**config.mk**
```make
export PLATFORM = sky130hd
export DESIGN_NAME = fm_timer_pair
export DESIGN_NICKNAME = d
export VERILOG_FILES = /design/src/rtl/fmt_pkg.sv /design/src/rtl/fmt_regs.sv /design/src/rtl/fmt_counter.sv /design/src/rtl/fmt_prescale.sv /design/src/rtl/fmt_busy.sv /design/src/rtl/fm_timer_pair.sv
export SDC_FILE = /design/constraint.sdc
export NUM_CORES = 1
export LEC_CHECK = 0
export BUFFER_PORTS_ARGS = -buffer_cell sky130_fd_sc_hd__buf_2
export CORE_ASPECT_RATIO = 1.4
export CORE_UTILIZATION = 43
export DETAILED_ROUTE_END_ITERATION = 10
export REMOVE_ABC_BUFFERS = 1
export SYNTH_ARGS = -nofsm -noshare
export SYNTH_HDL_FRONTEND = slang
export SYNTH_SLANG_ARGS = --single-unit
export TNS_END_PERCENT = 10
```
**constraint.sdc**
```tcl
create_clock -name clk -period 5.1 [get_ports clk]
set_input_delay 0.765 -clock clk [delete_from_list [all_inputs] [get_ports clk]]
set_output_delay 0.765 -clock clk [all_outputs]
set_load 0.01 [all_outputs]
```
**src/rtl/fmt_pkg.sv**
```systemverilog
package fmt_pkg;
  localparam logic [1:0] MODE_COMPOSITE = 2'b10;

  typedef struct packed {
    logic [1:0] mode;
    logic       ovf_b;
    logic       ovf_a;
    logic       en_b;
    logic       en_a;
  } ctrl_t;
endpackage

```
**src/rtl/fmt_regs.sv**
```systemverilog
module fmt_regs
  import fmt_pkg::*;
#(
  parameter int          TA_W      = 10,
  parameter int          TB_W      = 8,
  parameter logic [7:0]  ADDR_A_HI = 8'h10,
  parameter logic [7:0]  ADDR_A_LO = 8'h11,
  parameter logic [7:0]  ADDR_B    = 8'h12,
  parameter logic [7:0]  ADDR_CTRL = 8'h13
) (
  input  logic            clk,
  input  logic            rst_n,
  input  logic            wr_en,
  input  logic [7:0]      wr_addr,
  input  logic [7:0]      wr_data,
  output logic [TA_W-1:0] load_a,
  output logic [TB_W-1:0] load_b,
  output ctrl_t           ctrl,
  output logic            restart_a,
  output logic            restart_b,
  output logic            clr_a,
  output logic            clr_b,
  output logic            mode_exit
);
  localparam int HI_W = TA_W - 2;

  logic ctrl_wr;
  assign ctrl_wr = wr_en && (wr_addr == ADDR_CTRL);

  // strobes derived from the incoming byte against the stored control
  assign restart_a = ctrl_wr && wr_data[0] && !ctrl.en_a;
  assign restart_b = ctrl_wr && wr_data[1] && !ctrl.en_b;
  assign clr_a     = ctrl_wr && wr_data[4];
  assign clr_b     = ctrl_wr && wr_data[5];
  assign mode_exit = ctrl_wr && (ctrl.mode == MODE_COMPOSITE)
                     && (wr_data[7:6] != MODE_COMPOSITE);

  always_ff @(posedge clk) begin
    if (!rst_n) begin
      load_a <= '0;
      load_b <= '0;
      ctrl   <= '0;
    end else if (wr_en) begin
      if (wr_addr == ADDR_A_HI) load_a[TA_W-1:2] <= wr_data[HI_W-1:0];
      if (wr_addr == ADDR_A_LO) load_a[1:0]      <= wr_data[1:0];
      if (wr_addr == ADDR_B)    load_b           <= wr_data[TB_W-1:0];
      if (ctrl_wr) begin
        ctrl.mode  <= wr_data[7:6];
        ctrl.ovf_b <= wr_data[3];
        ctrl.ovf_a <= wr_data[2];
        ctrl.en_b  <= wr_data[1];
        ctrl.en_a  <= wr_data[0];
      end
    end
  end

  assert_restart_edge_R3: assert property (@(posedge clk) disable iff (!rst_n)
    restart_a |=> ctrl.en_a);
endmodule

```
**src/rtl/fmt_counter.sv**
```systemverilog
module fmt_counter #(
  parameter int W = 10
) (
  input  logic         clk,
  input  logic         rst_n,
  input  logic         restart,
  input  logic         step,
  input  logic         idle_load,
  input  logic [W-1:0] load_val,
  output logic         wrap,
  output logic         wrap_first,
  output logic         incr
);
  localparam logic [W-1:0] FULL = '1;

  logic [W-1:0] cnt;
  logic         pend;
  logic         at_full;

  assign at_full    = (cnt == FULL);
  assign wrap       = step && !restart && at_full;
  assign wrap_first = wrap && pend;
  assign incr       = step && !restart && !at_full;

  always_ff @(posedge clk) begin
    if (!rst_n) begin
      cnt  <= FULL;
      pend <= 1'b0;
    end else if (restart) begin
      cnt  <= FULL;
      pend <= 1'b1;
    end else if (step) begin
      if (at_full) begin
        cnt  <= load_val;
        pend <= 1'b0;
      end else begin
        cnt <= cnt + 1'b1;
      end
    end else if (idle_load && pend) begin
      cnt  <= load_val;
      pend <= 1'b0;
    end
  end

  assert_wrap_reload_R2: assert property (@(posedge clk) disable iff (!rst_n)
    (step && !restart && at_full) |=> (cnt == $past(load_val)));
  assert_count_up_R2: assert property (@(posedge clk) disable iff (!rst_n)
    (step && !restart && !at_full) |=> (cnt == $past(cnt) + 1'b1));
  assert_restart_full_R3: assert property (@(posedge clk) disable iff (!rst_n)
    restart |=> (at_full && pend));
  assert_idle_load_R8: assert property (@(posedge clk) disable iff (!rst_n)
    (idle_load && pend && !restart && !step) |=> (!pend && cnt == $past(load_val)));
endmodule

```
**src/rtl/fmt_prescale.sv**
```systemverilog
module fmt_prescale #(
  parameter int DIV = 16
) (
  input  logic clk,
  input  logic rst_n,
  input  logic tick,
  output logic at_zero
);
  localparam int PW = $clog2(DIV);
  localparam logic [PW-1:0] LAST = PW'(DIV - 1);

  logic [PW-1:0] phase;
  assign at_zero = (phase == '0);

  always_ff @(posedge clk) begin
    if (!rst_n)           phase <= '0;
    else if (tick) begin
      if (phase == LAST)  phase <= '0;
      else                phase <= phase + 1'b1;
    end
  end

  assert_phase_wrap_R7: assert property (@(posedge clk) disable iff (!rst_n)
    (tick && phase == LAST) |=> at_zero);
endmodule

```
**src/rtl/fmt_busy.sv**
```systemverilog
module fmt_busy #(
  parameter int WINDOW = 32
) (
  input  logic clk,
  input  logic rst_n,
  input  logic wr_any,
  input  logic tick,
  output logic busy
);
  localparam int CW = $clog2(WINDOW + 1);
  localparam logic [CW-1:0] START = CW'(WINDOW);

  logic          armed;
  logic [CW-1:0] left;

  assign busy = (left != '0);

  always_ff @(posedge clk) begin
    if (!rst_n) begin
      armed <= 1'b0;
      left  <= '0;
    end else begin
      if (wr_any)     armed <= 1'b1;
      else if (tick)  armed <= 1'b0;
      if (tick && armed)           left <= START;
      else if (tick && left != '0) left <= left - 1'b1;
    end
  end

  assert_busy_on_tick_R12: assert property (@(posedge clk) disable iff (!rst_n)
    $rose(busy) |-> $past(tick));
  assert_busy_holds_R12: assert property (@(posedge clk) disable iff (!rst_n)
    (!tick && busy) |=> busy);
endmodule

```
**src/rtl/fm_timer_pair.sv**
```systemverilog
module fm_timer_pair
  import fmt_pkg::*;
#(
  parameter int          TA_W      = 10,
  parameter int          TB_W      = 8,
  parameter int          TB_DIV    = 16,
  parameter int          BUSY_LEN  = 32,
  parameter int          KEY_OPS   = 4,
  parameter logic [7:0]  ADDR_A_HI = 8'h10,
  parameter logic [7:0]  ADDR_A_LO = 8'h11,
  parameter logic [7:0]  ADDR_B    = 8'h12,
  parameter logic [7:0]  ADDR_CTRL = 8'h13
) (
  input  logic               clk,
  input  logic               rst_n,
  input  logic               smp_tick,
  input  logic               wr_en,
  input  logic [7:0]         wr_addr,
  input  logic [7:0]         wr_data,
  output logic [7:0]         status,
  output logic [KEY_OPS-1:0] key_on,
  output logic [KEY_OPS-1:0] key_off
);
  logic [TA_W-1:0] load_a;
  logic [TB_W-1:0] load_b;
  ctrl_t           ctrl;
  logic restart_a, restart_b, clr_a, clr_b, mode_exit;
  logic wrap_a, first_a, incr_a;
  logic wrap_b, first_b, incr_b;
  logic b_phase0, busy;
  logic flag_a, flag_b, comp_active;
  logic fire_on, fire_off;

  fmt_regs #(
    .TA_W(TA_W), .TB_W(TB_W), .ADDR_A_HI(ADDR_A_HI), .ADDR_A_LO(ADDR_A_LO),
    .ADDR_B(ADDR_B), .ADDR_CTRL(ADDR_CTRL)
  ) u_regs (
    .clk(clk), .rst_n(rst_n), .wr_en(wr_en), .wr_addr(wr_addr), .wr_data(wr_data),
    .load_a(load_a), .load_b(load_b), .ctrl(ctrl), .restart_a(restart_a),
    .restart_b(restart_b), .clr_a(clr_a), .clr_b(clr_b), .mode_exit(mode_exit)
  );

  fmt_counter #(.W(TA_W)) u_tmr_a (
    .clk(clk), .rst_n(rst_n), .restart(restart_a), .step(smp_tick && ctrl.en_a),
    .idle_load(1'b0), .load_val(load_a), .wrap(wrap_a), .wrap_first(first_a),
    .incr(incr_a)
  );

  fmt_prescale #(.DIV(TB_DIV)) u_pre_b (
    .clk(clk), .rst_n(rst_n), .tick(smp_tick), .at_zero(b_phase0)
  );

  fmt_counter #(.W(TB_W)) u_tmr_b (
    .clk(clk), .rst_n(rst_n), .restart(restart_b),
    .step(smp_tick && b_phase0 && ctrl.en_b), .idle_load(smp_tick && !b_phase0),
    .load_val(load_b), .wrap(wrap_b), .wrap_first(first_b), .incr(incr_b)
  );

  fmt_busy #(.WINDOW(BUSY_LEN)) u_busy (
    .clk(clk), .rst_n(rst_n), .wr_any(wr_en), .tick(smp_tick), .busy(busy)
  );

  // composite-sine key strobes
  assign fire_on  = wrap_a && !comp_active && (ctrl.mode == MODE_COMPOSITE);
  assign fire_off = comp_active && (incr_a || mode_exit);

  always_ff @(posedge clk) begin
    if (!rst_n) begin
      flag_a      <= 1'b0;
      flag_b      <= 1'b0;
      comp_active <= 1'b0;
      key_on      <= '0;
      key_off     <= '0;
    end else begin
      if (clr_a)                                  flag_a <= 1'b0;
      else if (wrap_a && !first_a && ctrl.ovf_a)  flag_a <= 1'b1;
      if (clr_b)                                  flag_b <= 1'b0;
      else if (wrap_b && !first_b && ctrl.ovf_b)  flag_b <= 1'b1;
      if (fire_off)      comp_active <= 1'b0;
      else if (fire_on)  comp_active <= 1'b1;
      key_on  <= {KEY_OPS{fire_on}};
      key_off <= {KEY_OPS{fire_off}};
    end
  end

  assign status = {busy, 5'b0, flag_b, flag_a};

  assert_flag_gated_R4: assert property (@(posedge clk) disable iff (!rst_n)
    $rose(flag_a) |-> ($past(ctrl.ovf_a) && $past(wrap_a) && !$past(first_a)));
  assert_clear_wins_R5: assert property (@(posedge clk) disable iff (!rst_n)
    clr_b |=> !flag_b);
  assert_keys_exclusive_R9: assert property (@(posedge clk) disable iff (!rst_n)
    !((|key_on) && (|key_off)));
  assert_exit_keyoff_R11: assert property (@(posedge clk) disable iff (!rst_n)
    (mode_exit && comp_active) |=> (key_off == {KEY_OPS{1'b1}}));
  assert_b_idle_unused_R7: assert property (@(posedge clk) disable iff (!rst_n)
    incr_b |-> b_phase0);
endmodule

```
== Yosys cells after proc, flatten, opt, wreduce, memory -nomap -nowiden ==
Index checks and enable logic that the tools add are counted.

* Flip-flop bits (word level): 60
* Input bits: 20
* Output and inout bits: 16
* Word-level logic and storage cells: 112

* $add $sub $neg: 4
* Equality and inequality tests: 10
* Muxes and demuxes: 16
* Bitwise operators: 1
* Reduce and logical (&&, ||, !) cells: 60

{| class="wikitable"
|+ Operator list
! cell !! count
|-
| 8-bit by 5-bit == test with 1-bit output, second input constant || 4
|-
| 1-bit logical AND || 30
|-
| 8-bit 2-to-1 mux || 3
|-
| 6-bit 2-to-1 mux || 2
|-
| 2-bit AND reduction || 6
|-
| 2-bit OR reduction || 6
|-
| 10-bit by 1-bit adder with 10-bit output, second input constant || 1
|-
| 10-bit == test, second input constant || 1
|-
| 10-bit 2-to-1 mux || 1
|-
| 2-bit nonzero test || 5
|-
| 1-bit logical NOT || 9
|-
| 1-bit 2-to-1 mux || 9
|-
| 8-bit by 1-bit adder with 8-bit output, second input constant || 1
|-
| 8-bit == test, second input constant || 1
|-
| 6-bit nonzero test || 1
|-
| 6-bit by 1-bit subtractor with 6-bit output, second input constant || 1
|-
| 4-bit by 1-bit adder with 4-bit output, second input constant || 1
|-
| 4-bit == test, second input constant || 1
|-
| 4-bit logical NOT || 1
|-
| 4-bit 2-to-1 mux || 1
|-
| 3-bit by 2-bit inequality test with 1-bit output, second input constant || 1
|-
| 3-bit nonzero test || 1
|-
| 2-bit == test, second input constant || 1
|-
| 2-bit inequality test, second input constant || 1
|-
| 2 further kinds || 2
|}

== Logic depth before layout (Yosys ltp) ==
Gate-level depths: netlist of the first run.

* Depth after elaboration: 11
* Mapped depth: 8

== Hierarchy ==
A second synthesis of the first run with hierarchy kept.

* Cell total of the unflattened synthesis: 376
* Area, all modules: 3,290.7 um^2

{| class="wikitable"
|+ Modules (own cells, without submodules)
! module !! times used !! cells an instance !! area each (um^2) !! seq. area each (um^2)
|-
| fmt_regs || 1 || 100 || 999.7 || 480.5
|-
| fmt_counter at u_tmr_a || 1 || 99 || 785.8 || 220.2
|-
| fmt_counter at u_tmr_b || 1 || 68 || 584.3 || 180.2
|-
| fmt_busy || 1 || 50 || 390.4 || 140.1
|-
| fm_timer_pair || 1 || 36 || 321.6 || 100.1
|-
| fmt_prescale || 1 || 23 || 209.0 || 80.1
|}

== Worst setup path after synthesis of the first run ==
No wires, ideal clock.

* Path type: input port to flip-flop
* From: in wr_addr[5]
* To: reg u_tmr_b.cnt[1]
* Arrival time: 2.109 ns
* Data required time: 5.043 ns
* Setup slack: 2.934 ns
* Stages on the path: 5
* Cell sequence: nor4b_1 nand4_2 o21ai_0 a221o_1 a21o_1

* Cells in the longest elaborated chain, start to end: 5

{| class="wikitable"
|+ Ends and longest elaborated chain
! what !! line !! RTL
|-
| start: declaration || fm_timer_pair.sv:18 || <nowiki>input logic [7:0] wr_addr,</nowiki>
|-
| 8-bit by 5-bit == test with 1-bit output || fmt_regs.sv:28 || <nowiki>assign ctrl_wr = wr_en && (wr_addr == ADDR_CTRL);</nowiki>
|-
| 1-bit logical AND || fmt_regs.sv:28 ||
|-
| 1-bit logical AND (2 in series) || fmt_regs.sv:32 || <nowiki>assign restart_b = ctrl_wr && wr_data[1] && !ctrl.en_b;</nowiki>
|-
| 2-bit OR reduction (no line) || - ||
|-
| end signal: assignment || fmt_counter.sv:34 || <nowiki>cnt <= load_val;</nowiki>
|-
| end signal: assignment || fmt_counter.sv:37 || <nowiki>cnt <= cnt + 1'b1;</nowiki>
|-
| end signal: assignment || fmt_counter.sv:40 || <nowiki>cnt <= load_val;</nowiki>
|-
| end: declaration || fmt_counter.sv:16 || <nowiki>logic [W-1:0] cnt;</nowiki>
|}

No other way between the ends.
A chain may end at the register's enable or synchronous reset.

== Final worst setup path of the first run ==
Ends and elaborated chain as after synthesis.

==> results of run 1 <==
## flip-flops by register name, summed over array words and instances (netlist names), 4 cells and up
name	flops
u_pre_b.phase	4
u_regs.ctrl	6
u_busy.left	6
u_tmr_a.cnt	10
u_tmr_b.cnt	8
u_regs.load_b	8
u_regs.load_a	10
## kinds of logic (layout without fill, tap and decap cells)
logic type / Yosys count / after routing / share of synthesized area, %
buf+inv: 33 / 56 / 6.57
mux: 25 / 25 / 8.81
xor+xnor: 8 / 8 / 2.47
simple gates: 133 / 133 / 23.2
compound gates: 60 / 60 / 13.9
fa+ha+maj: 6 / 6 / 2.64
other cells: 1 / 5 / 0.132
flops: 60 / 60 / 42.3
## worst max path at each step
stage          slack (ns)                       endpoint
2_1_floorplan        2.32  u_regs.load_a[2]$_SDFFE_PN0P_
3_3_place_gp         2.50    u_tmr_b.cnt[1]$_SDFFE_PP1P_
3_5_place_dp         2.48    u_tmr_b.cnt[1]$_SDFFE_PP1P_
4_1_cts              2.83            flag_b$_SDFFE_PP0P_
5_1_grt              2.65    u_tmr_b.cnt[1]$_SDFFE_PP1P_
6_report             2.86    u_tmr_b.cnt[1]$_SDFFE_PP1P_
## per-layer routing
metal / global-route usage, % / routed length, µm / up-vias
met1: 20.6 / 2560 / 1091
met3: 3.82 / 197 / 11
met4: 9.08 / 114 / 0
met5: 0 / 0 / -
met2: 35.7 / 3320 / 54
li1: - / - / 1175
## critical path: cells and delay by family
kind	cells	cell delay [ns]
AO/OA/AOI/OAI	3	0.86
buffers and inverters	1	0.09
AND/OR/NAND/NOR	2	0.79
## Yosys cell counts (3+ instances only)
cell	n
dfxtp_1	60
nor2_1	42
nand2_1	31
mux2i_1	25
nand3_1	19
buf_4	14
o21ai_0	14
a21oi_1	13
inv_1	9
and3_1	8
clkbuf_1	7
a31oi_1	6
ha_1	6
and2_1	5
nor3_1	5
xor2_1	5
o211ai_1	4
a211oi_1	3
a21o_1	3
a221o_1	3
nand3b_1	3
xnor2_1	3
## report_power, final
part	leakage [nW]	internal (mW)	switching (mW)
registers	0.486	0.491	0.0190
clock network	0.122	0.313	0.185
logic	0.811	0.0723	0.0962
total	1.42	0.877	0.300
## through the flow
stage	instances	hold WS, ns	setup WS, ns	power, mW
3_5_place_dp	409	0.435	2.48	0.690
2_1_floorplan	306	0.419	2.32	0.643
4_1_cts	425	0.444	2.83	1.19
3_3_place_gp	409	0.432	2.50	0.689
5_1_grt	425	0.490	2.65	1.24
6_report	425	0.444	2.86	1.18
## cell type report
| cell class | instances | area (µm²) |
|---|---|---|
| clock buffers | 12 | 165 |
| clock inverters | 4 | 70.1 |
| fillers | 605 | 3110 |
| inverters | 9 | 33.8 |
| multi-input cells | 237 | 1470 |
| flip-flops and latches | 60 | 1200 |
| well taps | 72 | 90.1 |
| repair buffers | 31 | 158 |
==> results_dict.tcl, run 1 <==
set metrics [dict create \
    crit_required_ns 5.39 \
    die_h_um 98.1 \
    drive_gt1_share_pct 15.9 \
    synthFlopType "dfxtp_1" \
    cts_setup_buffers 0 \
    crit_slowest_cell "o21ai_0" \
    synth_top_area_share_pct 42.3 \
    n_antenna_cell 0 \
    synth_area_leaders "dfxtp_1, mux2i_1, nor2_1" \
    cp-end-kind "register" \
    syn_inst 326 \
    timing.final.crit_share_pct 43.9 \
    final-max-slew-violation-count 0 \
    placed_cell_area_um2 2950 \
    final_common_cell "dfxtp_1" \
    holdPathStages 2 \
    final_cell_mix "dfxtp_1, nor2_1, nand2_1, buf_2, mux2i_1" \
    route.vias.total 2331 \
    reg2reg_to "u_tmr_b.cnt[5]$_SDFFE_PP1P_" \
    antenna_left 0 \
    critPathKind "input pin to register" \
    finalHoldViolations 0 \
    fin_setup_tns_ns 0 \
    hold_buffers 0 \
    cts_tree "built" \
    grt_usage_pct 19.2 \
    p_leak_nw 1.42 \
    worstSetupStartpoint "wr_addr[5]" \
    synth_edf_count 0 \
    finalSetupViolations 0 \
    syn_area_um2 2840 \
    wl_per_cell_um 14.6 \
    grt_pass1_vias 2195 \
    num_io_pins 36 \
    slew_headroom_pct 34.1 \
    clkSlewWorstSetupHoldPaths_ns 0.07 \
    min_to "key_off[0]$_SDFF_PN0_" \
    hold_start "comp_active$_SDFFE_PP0P_" \
    grt_max_degree 33 \
    synth_warnings 0 \
    root_buffer "clkbuf_8" \
    crit_arrival_ns 2.53 \
    yosysUniqueCellTypes 51 \
    design_area_um2 3180 \
    r2r_start "u_pre_b.phase[0]$_SDFFE_PN0P_" \
    routed_wirelength_um 6200 \
    worst_setup_path_start_kind "input pin" \
    violations "DRC" \
    skew_ns 0.00774 \
    cts.sinks 60 \
    grt_first_pass_wirelength_um 10200 \
    synth_seq_cells 60 \
    fp.dieW_um 70.7 \
    fp-row-count 34 \
    fin_nets 374 \
    reg2reg_depth 7 \
    synth_top_cell_by_area "dfxtp_1" \
    ir_worst_vdd_uv 206 \
    ctsResizeCount 0 \
    core-area_um2 6300 \
    hp-class "register to register" \
    tightestPinTransition_ns 0.988 \
    utilization_pct 50.6 \
    drtIter0Drc 117 \
    overflow 0 \
    synthArstFlopShare_pct 0 \
    p_per_area_nw_per_um2 370 \
    initial_utilization_pct 45.1 \
    clock_latency_ns 0.34 \
    gp_congestion 0.824 \
    cp_max_fo 10 \
    cts_buffer_depth 2 \
    route.detailed.drc 3 \
    dr.pass1.iters 7 \
    syn_to_final_growth_pct 12.2 \
    fmax_ghz 0.446 \
    slowest_delay_ns 0.59 \
    path_cells "buf_2, nor4b_1, nand4_2, o21ai_0, a221o_1, a21o_1" \
    fin_crit_ns 2.24 \
    cts_buffers 9 \
    ff2ff_setup_slack_ns 2.87 \
    rsz0062_at_grt "no" \
    post-dp-hpwl_um 4490 \
    yosysSeqAreaShare_pct 42.3 \
    maxCapViolations 0 \
    antenna_found_initial 0 \
    synth_area_per_cell_um2 8.71 \
    vias_per_cell 5.48 \
    port_buffers 30 \
    status "finished with violations" \
    htree_num_levels 3 \
    dieArea_um2 6940 \
]
No activity file was read; power rests on OpenSTA's default activity.
==> run 2: changes to the inputs <==
==> constraint.sdc (replaced) <==
create_clock -name clk -period 2.1 [get_ports clk]
set_input_delay 0.315 -clock clk [delete_from_list [all_inputs] [get_ports clk]]
set_output_delay 0.315 -clock clk [all_outputs]
set_load 0.01 [all_outputs]
==> results_dict.tcl, run 2 (same netlist as run 1, synthesis figures left out) <==
set metrics [dict create \
    power.switching_mw 0.726 \
    fin_nets 392 \
    fp.dieW_um 70.7 \
    final_cell_mix "dfxtp_1, nor2_1, nand2_1, buf_2, mux2i_1" \
    ctsResizeCount 0 \
    wl_per_cell_um 14.4 \
    swShare_pct 25.9 \
    rsz0062_at_grt "no" \
    place_ws_ns 0.0153 \
    cts_buffers 9 \
    ff2ff_setup_slack_ns 0.09 \
    post-dp-hpwl_um 4740 \
    fp-row-count 34 \
    layout_setup_ws_ns 0.0907 \
    maxCapViolations 0 \
    routed_wirelength_um 6370 \
    cellInternalPower_mw 2.08 \
    cts_setup_buffers 0 \
    syn_to_final_growth_pct 16.6 \
    drive_gt1_share_pct 19.9 \
    grt_max_degree 32 \
    critPathKind "register to register" \
    holdPathStages 2 \
    finalHoldViolations 0 \
    n_fill_cell 613 \
    violations "DRC" \
    tightestPinTransition_ns 0.687 \
    final_common_cell "dfxtp_1" \
    crit_required_ns 2.33 \
    clkSlewWorstSetupHoldPaths_ns 0.07 \
    grt_usage_pct 19.6 \
    power.share.clock_pct 40.8 \
    route.vias.total 2389 \
    gp_congestion 0.815 \
    hold_buffers 0 \
    final-max-slew-violation-count 0 \
    fin_crit_ns 2.01 \
    r2r_start "u_pre_b.phase[0]$_SDFFE_PN0P_" \
    vias_per_cell 5.39 \
    timing.final.crit_share_pct 95.7 \
    p_per_area_nw_per_um2 847 \
    slew_headroom_pct 54.0 \
    min_to "flag_a$_SDFFE_PP0P_" \
    dieArea_um2 6940 \
    root_buffer "clkbuf_8" \
    antenna_found_initial 0 \
    hp-class "input pin to register" \
    fmax_ghz 0.498 \
    drtIter0Drc 136 \
    n_antenna_cell 0 \
    overflow 0 \
    crit_arrival_ns 2.24 \
    cts_buffer_depth 2 \
    htree_num_levels 3 \
    reg_top3 "u_regs.load_a x10, u_tmr_a.cnt x10" \
    hold_start "wr_data[4]" \
    die_h_um 98.1 \
    finalSetupViolations 0 \
    port_buffers 30 \
    core-area_um2 6300 \
    placed_cell_area_um2 3080 \
    status "finished with violations" \
    grt_first_pass_wirelength_um 10500 \
    clock_latency_ns 0.33 \
    ir_worst_vdd_uv 521 \
    cp-end-kind "register" \
    skew_ns 0.00704 \
    design_area_um2 3310 \
    num_io_pins 36 \
    p_leak_nw 1.49 \
    worst_setup_path_start_kind "register" \
    grt_pass1_vias 2242 \
    reg2reg_depth 7 \
    cts.sinks 60 \
    route.detailed.drc 3 \
    cp_max_fo 9 \
    initial_utilization_pct 45.1 \
    p_comb_share_pct 15.0 \
    p_seq_share_pct 44.2 \
    dr.pass1.iters 9 \
    antenna_left 0 \
    reg2reg_to "u_tmr_b.cnt[1]$_SDFFE_PP1P_" \
    cts_tree "built" \
    worstSetupStartpoint "u_pre_b.phase[0]$_SDFFE_PN0P_" \
]
## run 2: changes by cell type in the layout (fill, tap and decap cells not counted), sizes merged
cell      before  now
clkinvlp       0    1
buf           31   49
clkinv         2    1
## run 2: how the worst max path moves through the flow
stage                     cells after the start                            end
after floorplan                               5  u_regs.load_a[2]$_SDFFE_PN0P_
after global placement                        7    u_tmr_b.cnt[1]$_SDFFE_PP1P_
after detailed placement                      7    u_tmr_b.cnt[1]$_SDFFE_PP1P_
after CTS                                     7    u_tmr_b.cnt[1]$_SDFFE_PP1P_
after global routing                          7            flag_b$_SDFFE_PP0P_
final                                         7    u_tmr_b.cnt[1]$_SDFFE_PP1P_
## run 2: layout make-up
cell class | instances | area, µm² | share of cell area (%)
multi-input cells | 237 | 1480 | 44.6
flip-flops and latches | 60 | 1200 | 36.3
repair buffers | 49 | 293 | 8.84
clock buffers | 12 | 145 | 4.38
well taps | 72 | 90.1 | 2.72
clock inverters | 4 | 72.6 | 2.19
inverters | 9 | 33.8 | 1.02
## run 2: power by group through the flow
stage,sequential (mW),combinational (mW),clock (mW)
final,1.24,0.421,1.14
after global routing,1.24,0.473,1.22
after CTS,1.24,0.428,1.17
after detailed placement,1.26,0.425,0
after global placement,1.26,0.419,0
after floorplan,1.25,0.306,0
## run 2: worst max-delay path, stage by stage (launching register included)
cell and delay (ns):
dfxtp_1 0.32, inv_1 0.08, ha_1 0.13, or3b_4 0.40
or2_4 0.31, and2_4 0.19, a221o_1 0.35, a21o_1 0.15
## run 2: metal layers
layer	share of wire (%)	GRT usage, %	up-vias
met5	0	0	-
met4	1.7	8.62	0
met3	2.6	3.61	10
met2	52	35.7	39
met1	43	22.0	1122
li1	-	-	1218
## run 2: per-stage QoR
stage          hold slack (ns)  instances  setup TNS, ns  utilization, %  power (mW)
3_5_place_dp             0.435        427              0            49.0        1.69
6_report                 0.212        443              0            52.6        2.80
4_1_cts                  0.203        443              0            52.4        2.83
3_3_place_gp             0.424        427              0            49.0        1.68
2_1_floorplan            0.411        306          -1.87               -        1.56
5_1_grt                  0.209        443              0            52.6        2.94
